`src/rtl/resv_monitor.sv`:
```
module resv_monitor #(
  parameter int NCTX       = 4,
  parameter int AW         = 32,
  parameter int GRAN       = 4,
  parameter int WARN_EVERY = 100000,
  localparam int CTXW      = (NCTX > 1) ? $clog2(NCTX) : 1
) (
  input  logic            clk,
  input  logic            rst_n,
  input  logic            req_valid,
  input  logic [CTXW-1:0] req_ctx,
  input  logic [1:0]      req_op,
  input  logic [AW-1:0]   req_addr,
  input  logic            req_uncached,
  output logic            rsp_valid,
  output logic [1:0]      rsp_code,
  output logic            mem_we,
  output logic            warn_valid,
  output logic [CTXW-1:0] warn_ctx
);
  localparam int TW  = AW - GRAN;
  localparam int FCW = $clog2(WARN_EVERY + 1);
  localparam logic [FCW-1:0] WRAP = FCW'(WARN_EVERY - 1);

  logic [NCTX-1:0] resv_vld;
  logic [TW-1:0]   resv_tag [NCTX];
  logic [FCW-1:0]  fail_cnt [NCTX];

  wire [TW-1:0] req_tag = req_addr[AW-1:GRAN];
  wire is_ll = req_valid && req_op == 2'b01;
  wire is_sc = req_valid && req_op == 2'b10;
  wire is_st = req_valid && req_op == 2'b11;

  wire own_vld   = resv_vld[req_ctx];
  wire own_match = resv_tag[req_ctx] == req_tag;
  wire sc_unc    = is_sc && req_uncached;
  wire sc_ok     = is_sc && !req_uncached && own_vld && own_match;
  wire sc_fail   = is_sc && !req_uncached && !(own_vld && own_match);
  wire commit    = is_st || sc_ok || sc_unc;
  wire cnt_wrap  = fail_cnt[req_ctx] == WRAP;

  always_ff @(posedge clk) begin
    if (!rst_n) begin
      for (int c = 0; c < NCTX; c++) begin
        resv_vld[c] <= 1'b0;
        resv_tag[c] <= '0;
        fail_cnt[c] <= '0;
      end
    end else begin
      for (int c = 0; c < NCTX; c++) begin
        if (is_ll && req_ctx == CTXW'(c)) begin
          resv_vld[c] <= 1'b1;
          resv_tag[c] <= req_tag;
        end else if (commit && resv_tag[c] == req_tag) begin
          resv_vld[c] <= 1'b0;
        end else if (sc_fail && req_ctx == CTXW'(c)) begin
          resv_vld[c] <= 1'b0;
        end

        if (sc_fail && req_ctx == CTXW'(c))
          fail_cnt[c] <= cnt_wrap ? '0 : fail_cnt[c] + 1'b1;
        else if ((sc_ok || sc_unc) && req_ctx == CTXW'(c))
          fail_cnt[c] <= '0;
      end
    end
  end

  always_ff @(posedge clk) begin
    if (!rst_n) begin
      rsp_valid  <= 1'b0;
      rsp_code   <= 2'd0;
      mem_we     <= 1'b0;
      warn_valid <= 1'b0;
      warn_ctx   <= '0;
    end else begin
      rsp_valid  <= is_sc;
      rsp_code   <= sc_unc ? 2'd2 : {1'b0, own_vld};
      mem_we     <= commit;
      warn_valid <= sc_fail && cnt_wrap;
      warn_ctx   <= req_ctx;
    end
  end
endmodule


```
`config.mk`:
```
export PLATFORM = sky130hd
export DESIGN_NAME = resv_monitor
export DESIGN_NICKNAME = d
export VERILOG_FILES = /design/src/rtl/resv_monitor.sv
export SDC_FILE = /design/constraint.sdc
export NUM_CORES = 1
export LEC_CHECK = 0
export ABC_AREA = 1
export BUFFER_PORTS_ARGS = -buffer_cell sky130_fd_sc_hd__buf_2
export CAP_MARGIN = 20
export CORE_UTILIZATION = 40
export CTS_BUF_LIST = sky130_fd_sc_hd__clkbuf_16
export DETAILED_ROUTE_END_ITERATION = 10
export SLEW_MARGIN = 20
export SYNTH_ARGS = -nofsm -noshare
export SYNTH_HDL_FRONTEND = slang
export SYNTH_SLANG_ARGS = --single-unit
export TNS_END_PERCENT = 30
```
`constraint.sdc`:
```
create_clock -name clk -period 5.05 [get_ports clk]
set_input_delay 0.7575 -clock clk [delete_from_list [all_inputs] [get_ports clk]]
set_output_delay 0.7575 -clock clk [all_outputs]
set_load 0.005 [all_outputs]
```
[Word level (Yosys, flattened, before mapping)]
Memories as Yosys holds them, arrays and structs flattened.
Cells that the tools add are included.
Storage, ports and cells
  register bits: 11
  bits in writable memories: 180
  bits of input ports: 40
  output and inout port bits: 7
  word-level logic and storage cells: 151
  memories: 2
Memories
  resv_tag: words 4, width 28, rd ports 5, clocked after Yosys merged registers in 0, wr ports 4, line 26  | logic [TW-1:0] resv_tag [NCTX];
  fail_cnt: words 4, width 17, rd ports 5, clocked after Yosys merged registers in 0, wr ports 4, line 27  | logic [FCW-1:0] fail_cnt [NCTX];
Cells by class
  $add $sub $neg: 4
  $lt $le $gt $ge: 1
  equality and inequality tests: 12
  mux-type cells: 72
  bitwise gates (word level): 13
  reduce and logical (&&, ||, !) cells: 37
Operator list (number)
  2-to-1 mux 17 bit: 12
  == test 28 bit: 5
  2-to-1 mux 28 bit: 4
  adder 17 x 1 -> 17 bit (second input constant): 4
  2-to-1 mux 1 bit: 54
  logical AND 1 bit: 26
  == test 17 bit (second input constant): 1
  bitwise OR 1 bit: 12
  nonzero test 3 bit: 4
  == test 2 bit (second input constant): 4
  == test 2 x 1 -> 1 bit (second input constant): 2
  logical OR 1 bit: 3
  less-than comparator 2 x 3 -> 1 bit (second input constant): 1
  binary-select mux 1 bit (select 2 bit): 1
  zero test 1 bit: 2
  zero test 2 bit: 1
  2-to-1 mux 2 bit: 1
  OR reduction 2 bit: 1
  inverter 1 bit: 1

[Longest topological paths before layout]
Gate-level depths: netlist (run 1).
  depth in word-level cells: 12
  depth in mapped cells: 20
  gate-level depth less buffers: 18

[Worst setup path after synthesis (run 1)]
No wires, ideal clock.
  path type: input to register
  start: input req_ctx[0]
  end: memory resv_tag[0][0] (netlist name) (enable)
  setup time: 0.452 ns
  data arrival time: 3.262 ns
  required time: 4.598 ns
  slack: 1.336 ns
  stages on the path: 5
  buffers on the path: 2
  path through: buf_4 -> buf_6 -> nor2_4 -> inv_2 -> o21ai_0
RTL lines
  start: declaration: line 11  | input logic [CTXW-1:0] req_ctx,
  end: declaration: line 26

==> results of run 1 <==
[Yosys cell counts, types with 6 or more instances]
master / instances
nand2_1: 410
nor2_1: 233
edfxtp_1: 180
inv_1: 136
nand3_1: 77
xor2_1: 74
xnor2_1: 53
clkbuf_1: 34
nor3_1: 27
o21ai_0: 24
a21oi_1: 21
nand4_1: 18
or2_2: 14
buf_2: 13
nor4_1: 12
dfxtp_1: 11
buf_6: 8
inv_2: 8
a22oi_1: 6
o21ai_1: 6
o22ai_1: 6
[flip-flops by register name, summed over array words and instances, names as in the netlist]
| register | count |
|---|---|
| resv_vld | 4 |
| mem_we | 1 |
| rsp_valid | 1 |
| rsp_code | 2 |
| resv_tag | 112 |
| warn_valid | 1 |
| fail_cnt | 68 |
| warn_ctx | 2 |
[critical path, stage by stage]
cell and delay (ns):
buf_2 0.35, inv_2 0.53, nor2_4 0.50, nand2_1 0.08, and2_1 0.16, nand3_1 0.10, nand2_1 0.06, nor2_1 0.13
nand3_1 0.09, nor2_1 0.14, nand2_2 0.14, nand3_2 0.11, inv_2 0.05, nand2_4 0.17, a21oi_1 0.06
[worst paths after layout]
| path | to | slack, ns | cells after the start |
|---|---|---|---|
| worst min register to register | resv_vld[3] | 0.61 | 6 |
| worst max-delay path | fail_cnt[1][9] | 1.77 | 15 |
| worst max register to register | fail_cnt[2][16] | 2.65 | 10 |
| worst min-delay path | resv_vld[3] | 0.61 | 6 |
[power groups by stage]
stage	logic (mW)	clock network (mW)	registers, mW
after CTS	0.442	1.36	1.87
after global routing	0.493	1.42	1.88
after detailed placement	0.439	0	1.91
final	0.439	1.34	1.87
after floorplan	0.313	0	1.90
after global placement	0.433	0	1.90
[cells in the final DEF, fill, tap and decap left out, drive strengths merged, types with 6 or more instances in the layout]
cell	count
a21oi	21
buf	57
or2	14
o22ai	6
nand3	81
clkbuf	17
nand4	18
clkinv	6
xnor2	53
inv	152
nand2	415
nor3	28
dfxtp	11
nor2	238
nor4	12
xor2	74
a22oi	6
edfxtp	180
o21ai	30
[cell type report]
class | instances | area, sq um
Antenna cell | 1 | 2.502
Clock buffer | 17 | 425.4
Clock inverter | 15 | 150.1
Fill cell | 2765 | 15430
Inverter | 144 | 540.5
Multi-Input combinational cell | 1014 | 5022
Sequential cell | 191 | 5625
Tap cell | 378 | 473.0
Timing Repair Buffer | 57 | 342.8
[logic make-up after synthesis]
| logic type | share of synthesized area |
|---|---|
| buffers and inverters | 0.07600 |
| AO/OA/AOI/OAI | 0.03729 |
| flip-flops | 0.4902 |
| AND/OR/NAND/NOR | 0.2952 |
| XOR/XNOR | 0.09694 |
| adder cells (fa/ha/maj) | 0.004362 |
[routing by layer]
layer | GRT usage | wire length [um]
met5 | 0 | 0
met2 | 0.3517 | 14050
met3 | 0.03129 | 1348
met4 | 0.06561 | 548
met1 | 0.2686 | 13260
==> summary.md, run 1 <==
| Metric | Value |
|---|---|
| Max Cap Viol | 0 |
| Post-synth cell types | 40 |
| Root buffer cell | clkbuf_16 |
| Layout cells sized above 1 | 0.08971 |
| Worst clock skew | 0.01349 ns |
| First-pass DRT Iterations | 5 |
| Top_reg_cell synth | edfxtp_1 |
| Status | finished, final reports clean |
| F_max | 304.7 MHz |
| Vias per cell | 4.978 |
| Placed Cells | 1784 |
| Syn_area_per_cell | 8.127 sq um |
| All-Layer GR Usage | 0.2065 |
| Buffer count from post-CTS setup fixing | 0 |
| Final Non-Filler Cells | 1817 |
| Area grow syn2layout | 9.650% |
| Worst hold start | resv_vld[3] |
| Tmin final | 3.282 ns |
| Clk buf depth | 2 |
| Detailed Place HPWL | 19.75 mm |
| Total Die Area | 29370 sq um |
| H-tree Lvls | 4 |
| Hold crit path type | reg -> reg |
| Final hold slack | 0.6134 ns |
| Critical Path End Type | register |
| Final Core Density | 0.4492 |
| RSZ-0062 raised after global routing | false |
| TritonCTS buffer count | 17 |
| Yosys top cell area share | 0.4711 |
| Mapped Nets | 1456 |
| # DRC | 0 |
| Initial antenna violation count | 1 |
| Sequential area share after synthesis | 0.4902 |
| Clk sinks | 191 |
| Final period utilization | 0.6498 |
| Gate count after technology mapping | 1412 |
| Count of final max-slew check failures | 0 |
| Routed via count | 9045 |
| Final RePlAce weighted congestion | 0.8675 |
| Die Y | 171.4 um |
| Cts hold-fix bufs | 0 |
| Setup crit start kind | input pin |
| Ports | 47 |
| Wire length per cell | 16.07 um |
| P_int | 2.619 mW |
| R2r startpoint | fail_cnt[2][0] |
| Initial core utilization | 0.4097 |
| Routed Antenna Nets | 0 |
| Comb pwr share | 0.120 |
| Switching Share | 0.2825 |
| Clock share of power | 0.367 |
| Post-synthesis cell area | 11470 sq um |
| Final worst slack | 1.768 ns |
| Leakage power | 5.370 nW |
| Ranking of synthesized cells by area | edfxtp_1 47%, nand2_1 13%, nor2_1 7.6%, xor2_1 5.6%, inv_1 4.4% |
| Pwr Density | 290.1 nW/um^2 |
| First-pass GRT wire length | 45.58 mm |
| Post-layout nets | 1469 |
| Post-DP Area | 12000 sq um |
| # rows | 61 |
| DR iter-0 viols | 676 |
| # setup viols final | 0 |
| Relative slew slack | 0.2816 |
| Worst Path Arrival | 3.47 ns |
| I/O Buffers | 42 |
| Post-route cell area | 12580 sq um |
| Critical Path Fanout Max | 50 |
| CTS tree | built |
| Maximum vdd drop | 189.9 uV |
| WS Path Type | in -> reg |
| Setup TNS | 0 ns |
| Worst Path Required | 5.24 ns |
| Number of flops mapped to enable cells by yosys | 180 |
| Register bit total from synthesis | 191 |
| Worst Setup SP | req_ctx[0] |
| Vias in the first global route | 8676 |
| Drt total wl | 29.20 mm |
| CTS clock-pin slew for the worst setup and hold paths | 0.07 ns |
| Placement Setup Slack | 1.285 ns |
| Clock Latency Late Sink | 0.44 ns |
| Flop pwr share | 0.513 |
| Fin. Hold Viols | 0 |
| Width of the die | 171.4 um |
| GRT overflow | 0 |
| # resized after CTS | 0 |
| Leading area contributor after synthesis | edfxtp_1 |
| Core ar. | 28010 sq um |
| Largest net degree at the start of global routing | 51 |
| Yosys synthesis warning count | 0 |
| Total power | 3.650 mW |
| Switch Pwr | 1.031 mW |
| Worst Max-Slew Pin Slew | 1.076 ns |
| Async set or reset register ratio after synthesis | 0 |
Note: power is estimated with default switching activity, not from simulation.
==> inputs of run 2 (changes only) <==
==> constraint.sdc (replaced) <==
create_clock -name clk -period 2.8 [get_ports clk]
set_input_delay 0.42 -clock clk [delete_from_list [all_inputs] [get_ports clk]]
set_output_delay 0.42 -clock clk [all_outputs]
set_load 0.005 [all_outputs]
==> summary.md, run 2 (synthesized netlist as in run 1, its figures left out) <==
| Metric | Value |
|---|---|
| Biggest regs | resv_tag x112, fail_cnt x68, resv_vld x4 |
| Max Cap Viol | 0 |
| Initial antenna violation count | 1 |
| Clk sinks | 191 |
| First-pass GRT wire length | 46.59 mm |
| CP bufs+invs | 0 |
| Maximum vdd drop | 348.9 uV |
| Total Die Area | 29370 sq um |
| Worst Path Arrival | 2.51 ns |
| Clock Latency Late Sink | 0.44 ns |
| Vias in the first global route | 8939 |
| Critical Path End Type | register |
| Ports | 47 |
| WS Path Type | reg -> reg |
| Worst clock skew | 0.01107 ns |
| Leakage power | 5.563 nW |
| Worst Max-Slew Pin Slew | 0.6069 ns |
| Final RePlAce weighted congestion | 0.8581 |
| Detailed Place HPWL | 20.36 mm |
| CTS tree | built |
| I/O Buffers | 42 |
| # rows | 61 |
| Relative slew slack | 0.5917 |
| Tmin final | 2.309 ns |
| Commonest non-fill, non-tap cell in the layout | nand2_1 |
| Most frequent cells in the layout | 410 x nand2_1, 233 x nor2_1, 180 x edfxtp_1 |
| Pwr Density | 528.4 nW/um^2 |
| Setup TNS | 0 ns |
| Hold crit path type | in -> reg |
| Post-route cell area | 12940 sq um |
| Layout cells sized above 1 | 0.1066 |
| Crit path largest cell delay | 0.40 ns |
| Width of the die | 171.4 um |
| Routed Antenna Nets | 0 |
| F_max | 433.1 MHz |
| Worst Path Required | 3.00 ns |
| Routed via count | 9111 |
| Wire length per cell | 15.85 um |
| All-Layer GR Usage | 0.2092 |
| Die Y | 171.4 um |
| # setup viols final | 0 |
| CP delay by family, top | simple AND/OR/NAND/NOR gates |
| Fin. Hold Viols | 0 |
| Post-DP Area | 12300 sq um |
| Status | finished, final reports clean |
| Final period utilization | 0.8247 |
| Cell repeated most along the worst path | nand3_1 |
| H-tree Lvls | 4 |
| Drt total wl | 29.23 mm |
| Count of final max-slew check failures | 0 |
| Initial core utilization | 0.4097 |
| Placed Cells | 1810 |
| DR iter-0 viols | 604 |
| Cts hold-fix bufs | 0 |
| Slowest CP cell | edfxtp_1 |
| Buffer count from post-CTS setup fixing | 0 |
| First-pass DRT Iterations | 5 |
| CTS clock-pin slew for the worst setup and hold paths | 0.07 ns |
| GRT overflow | 0 |
| Setup crit start kind | register |
| # resized after CTS | 0 |
| Final Non-Filler Cells | 1844 |
| RSZ-0062 raised after global routing | false |
| Vias per cell | 4.941 |
| # DRC | 0 |
| TritonCTS buffer count | 17 |
| Root buffer cell | clkbuf_16 |
| Max FFs per register | 112 |
| Area grow syn2layout | 12.74% |
| CP cell instances | ha_1, nand3_1, nor3_2, nand3_1, nor3_1, nand3_1, nor3b_1, xnor2_1, nor2_1 |
| Core ar. | 28010 sq um |
| Largest net degree at the start of global routing | 34 |
| Critical Path Fanout Max | 4 |
| Clk buf depth | 2 |
| Post-layout nets | 1495 |
| Top reg by flops | resv_tag |
| Final Core Density | 0.4618 |
==> run 2: cell types whose count changed in the layout (fill, tap and decap cells not counted), moves of 2 or more <==
cell       delta
buf_4        +17
buf_12       +10
bufinv_16     +3
clkinv_8      -2
==> run 2: tightest hold or removal path, delay by kind of cell <==
family	cells	cell delay (ns)
buffers and inverters	2	0.20
AND/OR/NAND/NOR	1	0.06
==> run 2: area by class of cell <==
class,instances,area [sq um]
Antenna cell,2,5.005
Clock buffer,17,425.4
Clock inverter,15,201.4
Multi-Input combinational cell,1014,5022
Timing Repair Buffer,83,643.1
Sequential cell,191,5625
Tap cell,378,473.0
Inverter,144,540.5
Fill cell,2752,15070
==> run 2: per-stage QoR <==
| step | hold slack, ns | power (mW) | setup slack (ns) |
|---|---|---|---|
| 2_1_floorplan | 0.5070 | 3.984 | -0.4960 |
| 3_3_place_gp | 0.5781 | 4.251 | 0.08976 |
| 3_5_place_dp | 0.5907 | 4.264 | 0.06740 |
| 4_1_cts | 0.2645 | 6.893 | 0.4821 |
| 5_1_grt | 0.2727 | 7.096 | 0.2521 |
| 6_report | 0.2821 | 6.836 | 0.4908 |
==> run 2: power by group <==
part           switching [mW]  internal [mW]
registers               0.108           3.27
clock network            1.19           1.44
logic                   0.526          0.300
==> run 2: worst paths after layout <==
kind	startpoint	to	slack, ns	cells past startpoint
worst max-delay path	fail_cnt[0][0]	fail_cnt[0][16]	0.49	9
worst min-delay path	req_uncached	rsp_code[1]	0.28	3
worst max register to register	fail_cnt[0][0]	fail_cnt[0][16]	0.49	9
worst min register to register	fail_cnt[1][0]	fail_cnt[1][0]	0.59	1
==> run 2: per-layer routing <==
metal  wire length (um)  GRT usage  vias to the layer above
li1                   -          -                     4601
met1              12860     0.2610                     4273
met3               1142    0.03106                       48
met5                  0          0                        -
met4                969    0.09006                        0
met2              14260     0.3597                      189
==> inputs of run 3 (changes only) <==
==> constraint.sdc (replaced) <==
create_clock -name clk -period 2.33 [get_ports clk]
set_input_delay 0.3495 -clock clk [delete_from_list [all_inputs] [get_ports clk]]
set_output_delay 0.3495 -clock clk [all_outputs]
set_load 0.005 [all_outputs]
==> summary.md, run 3 (synthesized netlist as in run 1, its figures left out) <==
| Metric | Value |
|---|---|
| Status | finished, final reports clean |
| Count of final max-slew check failures | 0 |
| Max FFs per register | 112 |
| Final period utilization | 0.9143 |
| Routed Antenna Nets | 0 |
| Fin. Hold Viols | 0 |
| First-pass DRT Iterations | 5 |
| Max Cap Viol | 0 |
| F_max | 469.4 MHz |
| Final Non-Filler Cells | 1883 |
| Worst Path Required | 2.62 ns |
| Final Core Density | 0.4741 |
| DR iter-0 viols | 739 |
| Commonest non-fill, non-tap cell in the layout | nand2_1 |
| Vias in the first global route | 8749 |
| H-tree Lvls | 4 |
| All-Layer GR Usage | 0.2050 |
| Ports | 47 |
| WS Path Type | in -> reg |
| Drt total wl | 28.86 mm |
| Detailed Place HPWL | 20.56 mm |
| Top reg by flops | resv_tag |
| # rows | 61 |
| Initial core utilization | 0.4097 |
| Relative slew slack | 0.5988 |
| CTS tree | built |
| Final RePlAce weighted congestion | 0.9095 |
| Critical Path Fanout Max | 17 |
| Die Y | 171.4 um |
| Critical Path End Type | register |
| Post-DP Area | 12630 sq um |
| Pwr Density | 602.3 nW/um^2 |
| Maximum vdd drop | 421.8 uV |
| Leakage power | 5.741 nW |
| Initial antenna violation count | 0 |
| Clk buf depth | 2 |
| Tmin final | 2.130 ns |
| Worst Path Arrival | 2.42 ns |
| Routed via count | 9276 |
| RSZ-0062 raised after global routing | false |
| Most frequent cells in the layout | 410 x nand2_1, 231 x nor2_1, 180 x edfxtp_1 |
| TritonCTS buffer count | 17 |
| Total Die Area | 29370 sq um |
| First-pass GRT wire length | 45.63 mm |
| Clk sinks | 191 |
| Post-route cell area | 13280 sq um |
| Root buffer cell | clkbuf_16 |
| Layout cells sized above 1 | 0.1342 |
| Vias per cell | 4.926 |
| Area grow syn2layout | 15.72% |
| Width of the die | 171.4 um |
| CTS clock-pin slew for the worst setup and hold paths | 0.08 ns |
| # DRC | 0 |
| N_diodes | 0 |
| I/O Buffers | 42 |
| Core ar. | 28010 sq um |
| Setup crit start kind | input pin |
| Worst clock skew | 0.02450 ns |
| Largest net degree at the start of global routing | 30 |
| Clock Latency Late Sink | 0.45 ns |
| Cts hold-fix bufs | 0 |
| GRT overflow | 0 |
| Placed Cells | 1849 |
| Biggest regs | resv_tag x112, fail_cnt x68, resv_vld x4 |
| Hold crit path type | in -> reg |
| # setup viols final | 0 |
| Post-layout nets | 1536 |
| Worst Max-Slew Pin Slew | 0.5963 ns |
| Wire length per cell | 15.33 um |
run 3: cell types whose count changed in the layout (fill, tap and decap cells not counted), sizes merged:
cell    before  now
bufinv       3    0
diode        2    0
clkinv       5    4
buf         83  124
inv        151  155
run 3: path summary, 6_finish.rpt:
| kind | from | to | slack (ns) | depth (start not counted) |
|---|---|---|---|---|
| worst max-delay path | req_ctx[0] | fail_cnt[3][10] | 0.20 | 14 |
| worst min-delay path | req_uncached | rsp_code[0] | 0.11 | 2 |
| worst max register to register | resv_tag[1][7] | fail_cnt[0][9] | 0.23 | 13 |
| worst min register to register | resv_vld[3] | resv_vld[3] | 0.60 | 6 |
run 3: final cells by class:
cell class | instances | area [sq um]
Sequential cell | 191 | 5625
Fill cell | 2745 | 14730
Timing Repair Buffer | 124 | 988.4
Multi-Input combinational cell | 1014 | 5080
Tap cell | 378 | 473.0
Clock buffer | 17 | 425.4
Inverter | 144 | 540.5
Clock inverter | 15 | 146.4
run 3: stage by stage:
step / setup slack, ns / total power [mW] / setup TNS, ns / hold WS, ns
floorplan: -0.1863 / 4.787 / -15.73 / 0.4365
global placement: -0.2657 / 5.151 / -17.44 / 0.5759
detailed placement: -0.2969 / 5.167 / -18.93 / 0.5667
CTS: 0.1224 / 8.054 / 0 / 0.1012
global route: 0.006289 / 8.334 / 0 / 0.1065
finish: 0.1998 / 7.998 / 0 / 0.1122
run 3: what timing repair did:
item                                    CTS  global route
endpoints found under the setup margin    0            68
gates resized for setup                   0            10
buffers inserted                          0             2
run 3: where the power goes:
| part | switching [mW] | internal (mW) | total, mW |
|---|---|---|---|
| Sequential | 0.130 | 3.92 | 4.05 |
| Combinational | 0.638 | 0.401 | 1.04 |
| Clock | 1.48 | 1.43 | 2.90 |
run 3: per-layer routing:
metal / vias to the layer above / part of all wire / GRT usage
met1: 4346 / 0.43 / 0.2566
met3: 36 / 0.043 / 0.02462
li1: 4687 / - / -
met4: 0 / 0.020 / 0.06522
met2: 207 / 0.51 / 0.3664
met5: - / 0 / 0
run 3: worst max-delay path, cell delays in order:
cell,delay [ns]
buf_2,0.14
buf_12,0.15
nand2_1,0.19
buf_4,0.23
inv_1,0.10
buf_4,0.14
a22oi_1,0.18
a21oi_1,0.09
nand2_1,0.10
nor2_2,0.05
buf_4,0.15
nor2_8,0.22
nand2_4,0.18
a21oi_1,0.16
